## src/rtl/i2cw_pkg.sv

```systemverilog
package i2cw_pkg;
   typedef struct packed {
      logic start;
      logic stop;
      logic rise;
   } bus_evt_t;
endpackage

```

## src/rtl/i2cw_sync.sv

```systemverilog
module i2cw_sync #(
   parameter int   STAGES  = 2,
   parameter logic RST_VAL = 1'b1
) (
   input  logic clk,
   input  logic rst_n,
   input  logic d,
   output logic q
);
   if (STAGES < 2) begin : g_bad_depth
      $error("i2cw_sync: STAGES must be at least 2");
   end

   logic [STAGES-1:0] chain;

   for (genvar i = 0; i < STAGES; i++) begin : g_stage
      always_ff @(posedge clk or negedge rst_n) begin
         if (!rst_n) chain[i] <= RST_VAL;
         else if (i == 0) chain[i] <= d;
         else chain[i] <= chain[(i == 0) ? 0 : i-1];
      end
   end

   assign q = chain[STAGES-1];
endmodule

```

## src/rtl/i2cw_bus_events.sv

```systemverilog
module i2cw_bus_events
   import i2cw_pkg::*;
(
   input  logic     clk,
   input  logic     rst_n,
   input  logic     scl_s,
   input  logic     sda_s,
   output bus_evt_t evt
);
   logic scl_p, sda_p;

   always_ff @(posedge clk or negedge rst_n) begin
      if (!rst_n) begin
         scl_p <= 1'b1;
         sda_p <= 1'b1;
      end else begin
         scl_p <= scl_s;
         sda_p <= sda_s;
      end
   end

   always_comb begin
      evt.start = scl_s & scl_p & sda_p & ~sda_s;
      evt.stop  = scl_s & scl_p & ~sda_p & sda_s;
      evt.rise  = scl_s & ~scl_p;
   end


   rise_single_chk: assert property (@(posedge clk) disable iff (!rst_n)
      evt.rise |=> !evt.rise);


   cond_excl_chk: assert property (@(posedge clk) disable iff (!rst_n)
      evt.start |=> !evt.stop);
endmodule

```

## src/rtl/i2cw_addr_unit.sv

```systemverilog
module i2cw_addr_unit
   import i2cw_pkg::*;
#(
   parameter int DATA_W     = 8,
   parameter bit IGNORE_LSB = 1'b0
) (
   input  logic              clk,
   input  logic              rst_n,
   input  bus_evt_t          evt,
   input  logic              sda_s,
   input  logic              wake_en,
   input  logic [DATA_W-1:0] slave_addr,
   input  logic              load,
   input  logic [DATA_W-1:0] load_data,
   output logic [DATA_W-1:0] shift_q,
   output logic              irq
);
   localparam int CNT_W = $clog2(DATA_W + 1);
   localparam logic [CNT_W-1:0] LAST_BIT = CNT_W'(DATA_W - 1);
   localparam logic [CNT_W-1:0] ACK_BIT  = CNT_W'(DATA_W);

   if (DATA_W < 2) begin : g_bad_width
      $error("i2cw_addr_unit: DATA_W must be at least 2");
   end

   logic [DATA_W-1:0] cmp_mask;
   if (IGNORE_LSB) begin : g_mask_rw
      assign cmp_mask = {{(DATA_W-1){1'b1}}, 1'b0};
   end else begin : g_mask_full
      assign cmp_mask = {DATA_W{1'b1}};
   end

   logic [DATA_W-1:0] shreg;
   logic [CNT_W-1:0]  cnt;
   logic              in_xfer, addr_ph, armed, irq_q;
   logic [DATA_W-1:0] cand;
   logic              last_bit, match, fire, do_shift;

   assign cand     = {shreg[DATA_W-2:0], sda_s};
   assign match    = ((cand ^ slave_addr) & cmp_mask) == '0;
   assign last_bit = evt.rise & in_xfer & addr_ph & (cnt == LAST_BIT);
   assign fire     = last_bit & armed & match;
   assign do_shift = evt.rise & in_xfer & (cnt != ACK_BIT);

   always_ff @(posedge clk or negedge rst_n) begin
      if (!rst_n) begin
         shreg <= '1;
      end else if (load) begin
         shreg <= load_data;
      end else if (do_shift) begin
         shreg <= cand;
      end
   end

   always_ff @(posedge clk or negedge rst_n) begin
      if (!rst_n) begin
         cnt     <= '0;
         in_xfer <= 1'b0;
         addr_ph <= 1'b0;
         armed   <= 1'b0;
      end else if (evt.start) begin
         cnt     <= '0;
         in_xfer <= 1'b1;
         addr_ph <= 1'b1;
         armed   <= wake_en;
      end else if (evt.stop) begin
         cnt     <= '0;
         in_xfer <= 1'b0;
         addr_ph <= 1'b0;
         armed   <= 1'b0;
      end else if (evt.rise && in_xfer) begin
         if (cnt == ACK_BIT) begin
            cnt     <= '0;
            addr_ph <= 1'b0;
         end else begin
            cnt <= cnt + 1'b1;
         end
         if (fire) armed <= 1'b0;
      end
   end

   always_ff @(posedge clk or negedge rst_n) begin
      if (!rst_n) irq_q <= 1'b0;
      else        irq_q <= fire | (evt.stop & wake_en);
   end

   assign shift_q = shreg;
   assign irq     = irq_q;


   start_clr_chk: assert property (@(posedge clk) disable iff (!rst_n)
      evt.start |=> (cnt == '0));


   load_win_chk: assert property (@(posedge clk) disable iff (!rst_n)
      load |=> (shreg == $past(load_data)));


   disarm_chk: assert property (@(posedge clk) disable iff (!rst_n)
      fire |=> !armed);


   irq_pulse_chk: assert property (@(posedge clk) disable iff (!rst_n)
      irq_q |=> !irq_q);


   irq_src_chk: assert property (@(posedge clk) disable iff (!rst_n)
      irq_q |-> $past(fire || (evt.stop && wake_en)));


   cnt_range_chk: assert property (@(posedge clk) disable iff (!rst_n)
      cnt <= ACK_BIT);
endmodule

```

## src/rtl/i2cw_wake_det.sv

```systemverilog
module i2cw_wake_det
   import i2cw_pkg::*;
#(
   parameter int DATA_W      = 8,
   parameter int SYNC_STAGES = 2,
   parameter bit IGNORE_LSB  = 1'b0
) (
   input  logic              clk,
   input  logic              rst_n,
   input  logic              scl_i,
   input  logic              sda_i,
   input  logic              wake_en,
   input  logic [DATA_W-1:0] slave_addr,
   input  logic              shift_load,
   input  logic [DATA_W-1:0] shift_din,
   output logic [DATA_W-1:0] shift_q,
   output logic              sda_oe,
   output logic              irq
);
   localparam int MSB = DATA_W - 1;

   logic     scl_s, sda_s;
   bus_evt_t evt;

   i2cw_sync #(.STAGES(SYNC_STAGES), .RST_VAL(1'b1)) u_scl_sync (
      .clk(clk), .rst_n(rst_n), .d(scl_i), .q(scl_s));

   i2cw_sync #(.STAGES(SYNC_STAGES), .RST_VAL(1'b1)) u_sda_sync (
      .clk(clk), .rst_n(rst_n), .d(sda_i), .q(sda_s));

   i2cw_bus_events u_events (
      .clk(clk), .rst_n(rst_n), .scl_s(scl_s), .sda_s(sda_s), .evt(evt));

   i2cw_addr_unit #(.DATA_W(DATA_W), .IGNORE_LSB(IGNORE_LSB)) u_addr (
      .clk(clk), .rst_n(rst_n), .evt(evt), .sda_s(sda_s),
      .wake_en(wake_en), .slave_addr(slave_addr),
      .load(shift_load), .load_data(shift_din),
      .shift_q(shift_q), .irq(irq));

   assign sda_oe = ~wake_en & ~shift_q[MSB];


   wake_quiet_chk: assert property (@(posedge clk) disable iff (!rst_n)
      (wake_en && $stable(wake_en)) |-> !sda_oe);


   oe_follow_chk: assert property (@(posedge clk) disable iff (!rst_n)
      (!wake_en && $past(shift_load) && !$past(wake_en))
         |-> (sda_oe == !$past(shift_din[MSB])));
endmodule

```

## config.mk

```make
export PLATFORM = sky130hd
export DESIGN_NAME = i2cw_wake_det
export DESIGN_NICKNAME = d
export VERILOG_FILES = /design/src/rtl/i2cw_pkg.sv /design/src/rtl/i2cw_sync.sv /design/src/rtl/i2cw_bus_events.sv /design/src/rtl/i2cw_addr_unit.sv /design/src/rtl/i2cw_wake_det.sv
export SDC_FILE = /design/constraint.sdc
export NUM_CORES = 1
export LEC_CHECK = 0
export ABC_AREA = 1
export BUFFER_PORTS_ARGS = -buffer_cell sky130_fd_sc_hd__buf_4
export CAP_MARGIN = 20
export CORE_UTILIZATION = 55
export DETAILED_ROUTE_END_ITERATION = 6
export PLACE_DENSITY = 0.83
export RECOVER_POWER = 50
export SETUP_SLACK_MARGIN = 0.1
export SLEW_MARGIN = 0
export SYNTH_ARGS = -nofsm -noshare
export SYNTH_HDL_FRONTEND = slang
export SYNTH_HIERARCHICAL = 1
export SYNTH_SLANG_ARGS = --single-unit
```

## constraint.sdc

```tcl
create_clock -name clk -period 2.3 [get_ports clk]
set_clock_uncertainty 0.15 [all_clocks]
set_input_delay 0.46 -clock clk [delete_from_list [all_inputs] [get_ports clk]]
set_output_delay 0.46 -clock clk [all_outputs]
set_load 0.01 [all_outputs]
```

==> impl_metrics.toml, run 1 <==
[status]
run_status = "completed"

[synth]
syn-cell-area_mm2 = 0.00119
synth-edff-count = 0
syn_inst = 144
synthesis.nets = 168
yosysSeqAreaShare_pct = 47.6
synthesis.yosys.warnings = 6
ys.flop_type = "sky130_fd_sc_hd__dfstp_2"
post_synth_num_cell_types = 27
avgSynthCellArea_um2 = 8.28
netlist_top_cells_count = "sky130_fd_sc_hd__nand2_1 (44), sky130_fd_sc_hd__inv_1 (25), sky130_fd_sc_hd__dfstp_2 (14)"
top_count_cell_post_synth = "sky130_fd_sc_hd__nand2_1"
async_reset_ff_share_pct = 100
synth.ff_latch_count = 22
cells_taking_the_most_area_after_synthesis = "sky130_fd_sc_hd__dfstp_2 (31%), sky130_fd_sc_hd__dfrtp_1 (17%), sky130_fd_sc_hd__nand2_1 (14%)"
synth_largest_type_area_fraction_pct = 30.8
post-synth-top-area-cell = "sky130_fd_sc_hd__dfstp_2"

[detailed_routing]
remaining_drc_errors = 0
vias = 1012
wire_per_inst_um = 11.9
postRouteWirelength_mm = 2.44
drtPass1Iterations = 4
routed_via_density = 4.91
detailedRoute.firstIterationViolations = 21
route.antenna.remaining_nets = 0

[die]
fp.dieArea_mm2 = 0.00236
boundaryPins = 32
initial_utilization_pct = 59.6
die_x_um = 48.6
die_span_in_y_um = 48.6
floorplan.rows = 16
fp.coreArea_mm2 = 0.00200

[cts]
cts_setup_buffers = 0
worstSkewPairLatency_ns = 0.30
clock-sinks = 22
post_cts_resize_count = 0
post_cts_hold_buffer_count = 1
clk_root_buffer_cell = "sky130_fd_sc_hd__clkbuf_4"
tritoncts = "built"
cts.clk_slew.worst_paths_ns = 0.12
clockBufferDepth = 2
clock_tree.htree_level_count = 1
cts_made_buffers = 3

[timing]
period_minus_slack_ns = 1.73
hold_viol_final = 0
clock.fmax_ghz = 0.577
fin_worst_hold_slack_ns = 0.0975
grt_setup_unrepaired = "false"
timing_worst_slew_pin_value_ns = 1.17
finalSetupViolCount = 0
postLayoutSetupSlackWorst_ns = 0.567
setup_tns_final_ns = 0
final_min_period_over_clock_period_pct = 75.3
slew_headroom_pct = 22.0
timing_max_transition_violations_final = 0

[worst_setup_path]
worstSetupStartpointType = "primary input"
end_kind = "async pin"
startpoint = "rst_n"
timing_worst_setup_path_type = "in2async"
worst-endpoint-arrival_ns = 1.84
critical_path.reg2reg.startpoint = "u_scl_sync/q"
crit_path_cell_trace = "dlygate4sd3_1 > clkbuf_1"
cp_slowest_stage_delay_ns = 0.86
buffer_and_inverter_count_on_the_worst_path = 2
timing.critical_path.max_delay_family = "buffers and inverters"
critPathMaxFanout = 22
worst_ep_required_time_ns = 2.41
worst_path_max_delay_cell = "sky130_fd_sc_hd__clkbuf_1"

[power_and_ir_drop]
worst_vdd_rail_ir_drop_mv = 0.432
power_density_mw_per_mm2 = 617
static-leakage-power_nw = 0.778

[global_route]
gr_usage_total_pct = 23.5
grt_max_degree = 23
grt_antenna_before_repair = 0
first_global_vias = 1018
overflow = 0
grt_first_pass_wirelength_mm = 4.26

[place]
hpwl_mm = 1.93
io_buffers = 31
gp_congestion = 0.821
pre_cts_slack_ns = 0.710

[final_layout]
post_route_cells_drive_above_1_share_pct = 34.1
postLayoutCoreUtil_pct = 74.6
num-nets-final = 204
layout-area-overhead-vs-synth_pct = 25.3
fillCellCount = 163
antenna-diode-count = 0

[min_path]
timing.hold.worst.class = "in2reg"
timing.hold.worst.start = "sda_i"

[flow_run]
max_cap_viol_count = 0
sequential cells by signal (all words and copies together) (netlist names):
name and cells:
u_scl_sync/q 1, u_addr/addr_ph 1, u_events/scl_p 1, u_events/sda_p 1, u_addr/irq 1, u_addr/armed 1, u_sda_sync/q 1, u_scl_sync/chain 1
u_sda_sync/chain 1, u_addr/shift_q 8, u_addr/in_xfer 1, u_addr/cnt 4
through the flow:
| stage | instance area, um2 | power (mW) | std cells |
|---|---|---|---|
| 6_report | 1490 | 0.922 | 206 |
| 5_1_grt | 1490 | 0.985 | 206 |
| 2_1_floorplan | 1190 | 0.623 | 144 |
| 3_5_place_dp | 1450 | 0.719 | 201 |
| 3_3_place_gp | 1450 | 0.709 | 201 |
| 4_1_cts | 1500 | 0.934 | 206 |
metal layers:
layer  vias up  GRT usage, %  part of all wire (%)
li1        517             -                     -
met1       461          28.0                    42
met2        30          43.2                    52
met3         4          2.83                   4.7
met4         0          8.82                   1.2
met5         -             0                     0
final cells by class:
cell class / instances / area, um2 / area share (%)
repair buffers: 32 / 239 / 16.0
inverters: 28 / 106 / 7.12
well taps: 27 / 33.8 / 2.26
multi-input cells: 93 / 510 / 34.2
clock buffers: 4 / 36.3 / 2.43
flip-flops and latches: 22 / 568 / 38.0
placed cells by master, fill, tap and decap left out:
master and count:
sky130_fd_sc_hd__nor2_4 1, sky130_fd_sc_hd__buf_4 28, sky130_fd_sc_hd__o211ai_1 3, sky130_fd_sc_hd__a21oi_1 3, sky130_fd_sc_hd__ha_1 2, sky130_fd_sc_hd__nand4_1 2, sky130_fd_sc_hd__nor2_8 1, sky130_fd_sc_hd__dfstp_2 12
sky130_fd_sc_hd__nand2_1 44, sky130_fd_sc_hd__dfstp_1 2, sky130_fd_sc_hd__clkinv_2 1, sky130_fd_sc_hd__clkbuf_4 5, sky130_fd_sc_hd__o211ai_2 4, sky130_fd_sc_hd__nor3_1 2, sky130_fd_sc_hd__nor3_2 1, sky130_fd_sc_hd__and3_1 1
sky130_fd_sc_hd__inv_1 25, sky130_fd_sc_hd__nand2_2 2, sky130_fd_sc_hd__nand3_4 1, sky130_fd_sc_hd__inv_2 2, sky130_fd_sc_hd__o22ai_1 1, sky130_fd_sc_hd__clkbuf_1 1, sky130_fd_sc_hd__nand2_4 2, sky130_fd_sc_hd__clkbuf_8 1
sky130_fd_sc_hd__o21ai_0 4, sky130_fd_sc_hd__nor2_1 13, sky130_fd_sc_hd__a22oi_1 1, sky130_fd_sc_hd__nand3_1 2, sky130_fd_sc_hd__dlygate4sd3_1 1, sky130_fd_sc_hd__o21ai_1 2, sky130_fd_sc_hd__nor3b_1 1, sky130_fd_sc_hd__dfrtp_1 8
cells by family after synthesis:
| family | share of synthesized area (%) |
|---|---|
| flip-flops | 47.6 |
| AO/OA/AOI/OAI | 11.0 |
| buffers and inverters | 9.55 |
| AND/OR/NAND/NOR | 29.7 |
| adder cells (fa/ha/maj) | 2.10 |
path summary, 6_finish.rpt:
| path | to | slack (ns) | depth (start not counted) |
|---|---|---|---|
| max | u_addr/cnt[1] | 0.57 | 2 |
| min | u_sda_sync/chain[0] | 0.1 | 1 |
| max reg2reg | u_addr/cnt[3] | 0.69 | 6 |
| min reg2reg | u_sda_sync/q | 0.22 | 0 |
| max in group clk | sda_oe | 0.64 | 2 |
| min in group asynchronous | u_addr/irq | 0.74 | 2 |
power breakdown:
part,leakage [nW],switching (mW),total [mW],internal (mW)
Combinational,0.506,0.127,0.225,0.0983
Clock,0.0210,0.114,0.211,0.0966
Sequential,0.251,0.0376,0.486,0.449
No activity file was read; power rests on OpenSTA's default activity.
==> run 2, diff against run 1 <==
ABC_AREA = 0   (was 1)
CORE_UTILIZATION = 49   (was 55)
PLACE_DENSITY = 0.77   (was 0.83)
clock period = 1.8 ns   (was 2.3 ns; I/O delays follow)
==> impl_metrics.toml, run 2 <==
[synth]
ys.flop_type = "sky130_fd_sc_hd__dfstp_2"
yosysSeqAreaShare_pct = 54.4
synthesis.yosys.warnings = 6
netlist_top_cells_count = "sky130_fd_sc_hd__dfstp_2 (14), sky130_fd_sc_hd__nand2_1 (11), sky130_fd_sc_hd__mux2i_1 (9)"
top_count_cell_post_synth = "sky130_fd_sc_hd__dfstp_2"
synth.ff_latch_count = 22
syn_inst = 93
avgSynthCellArea_um2 = 11.2
cells_taking_the_most_area_after_synthesis = "sky130_fd_sc_hd__dfstp_2 (35%), sky130_fd_sc_hd__dfrtp_1 (19%), sky130_fd_sc_hd__mux2i_1 (8.6%)"
async_reset_ff_share_pct = 100
synth-edff-count = 0
post_synth_num_cell_types = 28
post-synth-top-area-cell = "sky130_fd_sc_hd__dfstp_2"
synth_largest_type_area_fraction_pct = 35.3
syn-cell-area_mm2 = 0.00104
synthesis.nets = 117

[timing]
slew_headroom_pct = 65.1
setup_tns_final_ns = 0
postLayoutSetupSlackWorst_ns = 0.109
clock.fmax_ghz = 0.591
hold_viol_final = 0
final_min_period_over_clock_period_pct = 93.9
timing_max_transition_violations_final = 0
grt_setup_unrepaired = "true"
finalSetupViolCount = 0
timing_worst_slew_pin_value_ns = 0.524
period_minus_slack_ns = 1.69

[worst_setup_path]
critical_path.reg2reg.startpoint = "u_scl_sync/q"
crit_path_cell_trace = "nor2b_4 > nand2_1 > or2_4 > buf_12 > mux2i_1 > o21ai_1"
timing_worst_setup_path_type = "reg2reg"
cp_slowest_stage_delay_ns = 0.55
worst-endpoint-arrival_ns = 1.78
r2r_slack_ns = 0.11
worstSetupStartpointType = "register"
worst_path_max_delay_cell = "sky130_fd_sc_hd__dfstp_2"
worstReg2RegEnd = "u_addr/shift_q[4]"
cell_depth_of_the_worst_flop_to_flop_path = 6
timing.critical_path.max_delay_family = "flip-flops"
worst_ep_required_time_ns = 1.89
critPathMaxFanout = 8
buffer_and_inverter_count_on_the_worst_path = 1
end_kind = "register"

[die]
die_span_in_y_um = 48.1
initial_utilization_pct = 52.7
boundaryPins = 32
fp.coreArea_mm2 = 0.00198
fp.dieArea_mm2 = 0.00232
floorplan.rows = 16
die_x_um = 48.1

[detailed_routing]
postRouteWirelength_mm = 2.24
routed_via_density = 5.24
route.antenna.remaining_nets = 0
remaining_drc_errors = 0
wire_per_inst_um = 13.7
vias = 859
drtPass1Iterations = 4
detailedRoute.firstIterationViolations = 3

[final_layout]
layout-area-overhead-vs-synth_pct = 41.2
mostFrequentLayoutCells = "sky130_fd_sc_hd__buf_4 (33), sky130_fd_sc_hd__dfstp_2 (13), sky130_fd_sc_hd__nand2_1 (11)"
fillCellCount = 150
largest_reg_flops = 8
final_common_cell = "sky130_fd_sc_hd__buf_4"
num-nets-final = 162
antenna-diode-count = 0
post_route_cells_drive_above_1_share_pct = 48.2
stdcell_area_mm2 = 0.00147
stdcell_count = 164

[min_path]
holdPathStages = 3
whs_endpoint = "u_addr/shift_q[5]"
timing.hold.worst.start = "shift_din[5]"
timing.hold.worst.class = "in2reg"

[power_and_ir_drop]
worst_vdd_rail_ir_drop_mv = 0.623
static-leakage-power_nw = 0.722
design_power_total_mw = 1.21
power_density_mw_per_mm2 = 821

[cts]
worstSkewPairLatency_ns = 0.31
cts_made_buffers = 3
cts.clk_slew.worst_paths_ns = 0.12
clk_root_buffer_cell = "sky130_fd_sc_hd__clkbuf_4"
clock_tree.htree_level_count = 1
clock-sinks = 22
clockBufferDepth = 2
tritoncts = "built"

[global_route]
first_global_vias = 863
gr_usage_total_pct = 21.7
grt_max_degree = 23
grt_first_pass_wirelength_mm = 3.35
grt_antenna_before_repair = 0
overflow = 0

[place]
io_buffers = 31
detailed_place.area_mm2 = 0.00135
gp_congestion = 0.825
numPlacedInstances = 154
hpwl_mm = 1.68
pre_cts_slack_ns = -0.0205

[flow_run]
max_cap_viol_count = 0

[status]
run_status = "completed"
run 2: cell count changes in the layout (fill, tap and decap cells not counted), sizes merged, moves of 2 or more:
cell         change
nand2           -37
inv             -23
nor2            -13
mux2i            +9
buf              +7
o211ai           -7
xor2             +7
o21ai            +3
and4b            +2
dlygate4sd3      +2
nor3             +2
nor4             +2
run 2: layer usage:
layer / vias to the layer above / wire length [um] / track usage [%]
li1: 420 / - / -
met4: 0 / 37 / 11.7
met5: - / 0 / 0
met3: 4 / 69 / 3.70
met2: 25 / 1240 / 41.1
met1: 410 / 894 / 22.5
run 2: worst max path at each step:
stage | startpoint | endpoint | cells past startpoint
after detailed placement | u_scl_sync/q | u_addr/armed | 5
after global routing | u_addr/cnt[0] | u_addr/armed | 7
after floorplan | u_scl_sync/q | u_addr/shift_q[6] | 6
final | u_scl_sync/q | u_addr/shift_q[4] | 6
after CTS | u_scl_sync/q | u_addr/shift_q[4] | 6
after global placement | u_scl_sync/q | u_addr/armed | 5
run 2: repair_timing:
item / in CTS / in global routing
gates cloned: 0 / 0
pin swaps: 4 / 4
hold endpoints to repair: 10 / 0
setup endpoints to repair: 9 / 11
setup buffers: 2 / 1
resized for setup: 7 / 2
hold buffers: 3 / 0
run 2: worst reg2reg max path: stages, from the launching register on:
cell and delay, ns:
sky130_fd_sc_hd__dfstp_2 0.55, sky130_fd_sc_hd__nor2b_4 0.16, sky130_fd_sc_hd__nand2_1 0.09, sky130_fd_sc_hd__or2_4 0.27, sky130_fd_sc_hd__buf_12 0.14, sky130_fd_sc_hd__mux2i_1 0.13, sky130_fd_sc_hd__o21ai_1 0.14
run 2: cell type report:
| class | instances | area (um2) | area share, % |
|---|---|---|---|
| Multi-Input combinational cell | 65 | 484 | 32.9 |
| Inverter | 4 | 15.0 | 1.02 |
| Clock buffer | 4 | 36.3 | 2.46 |
| Timing Repair Buffer | 42 | 337 | 22.8 |
| Tap cell | 27 | 33.8 | 2.29 |
| Sequential cell | 22 | 568 | 38.5 |
run 2: report_power, final:
group	internal (mW)	total [mW]	leakage, nW	switching [mW]
Clock	0.123	0.268	0.0210	0.144
Combinational	0.178	0.320	0.451	0.141
Sequential	0.573	0.623	0.251	0.0492
Total	0.875	1.21	0.722	0.335
run 2: per-stage QoR:
| step | hold WS, ns | util, % |
|---|---|---|
| finish | 0.0947 | 74.4 |
| global route | 0.0878 | 74.4 |
| CTS | 0.0897 | 73.5 |
| detailed placement | 0.109 | 67.9 |
| global placement | 0.109 | 67.9 |
| floorplan | -0.0856 | - |
run 2: logic make-up after synthesis:
group,count (synthesis),synth area share [%]
AO/OA/AOI/OAI,15,8.75
adder cells (fa/ha/maj),2,2.40
AND/OR/NAND/NOR,31,16.2
flip-flops,22,54.4
multiplexers,9,8.63
XOR/XNOR,8,6.71
buffers and inverters,6,2.88
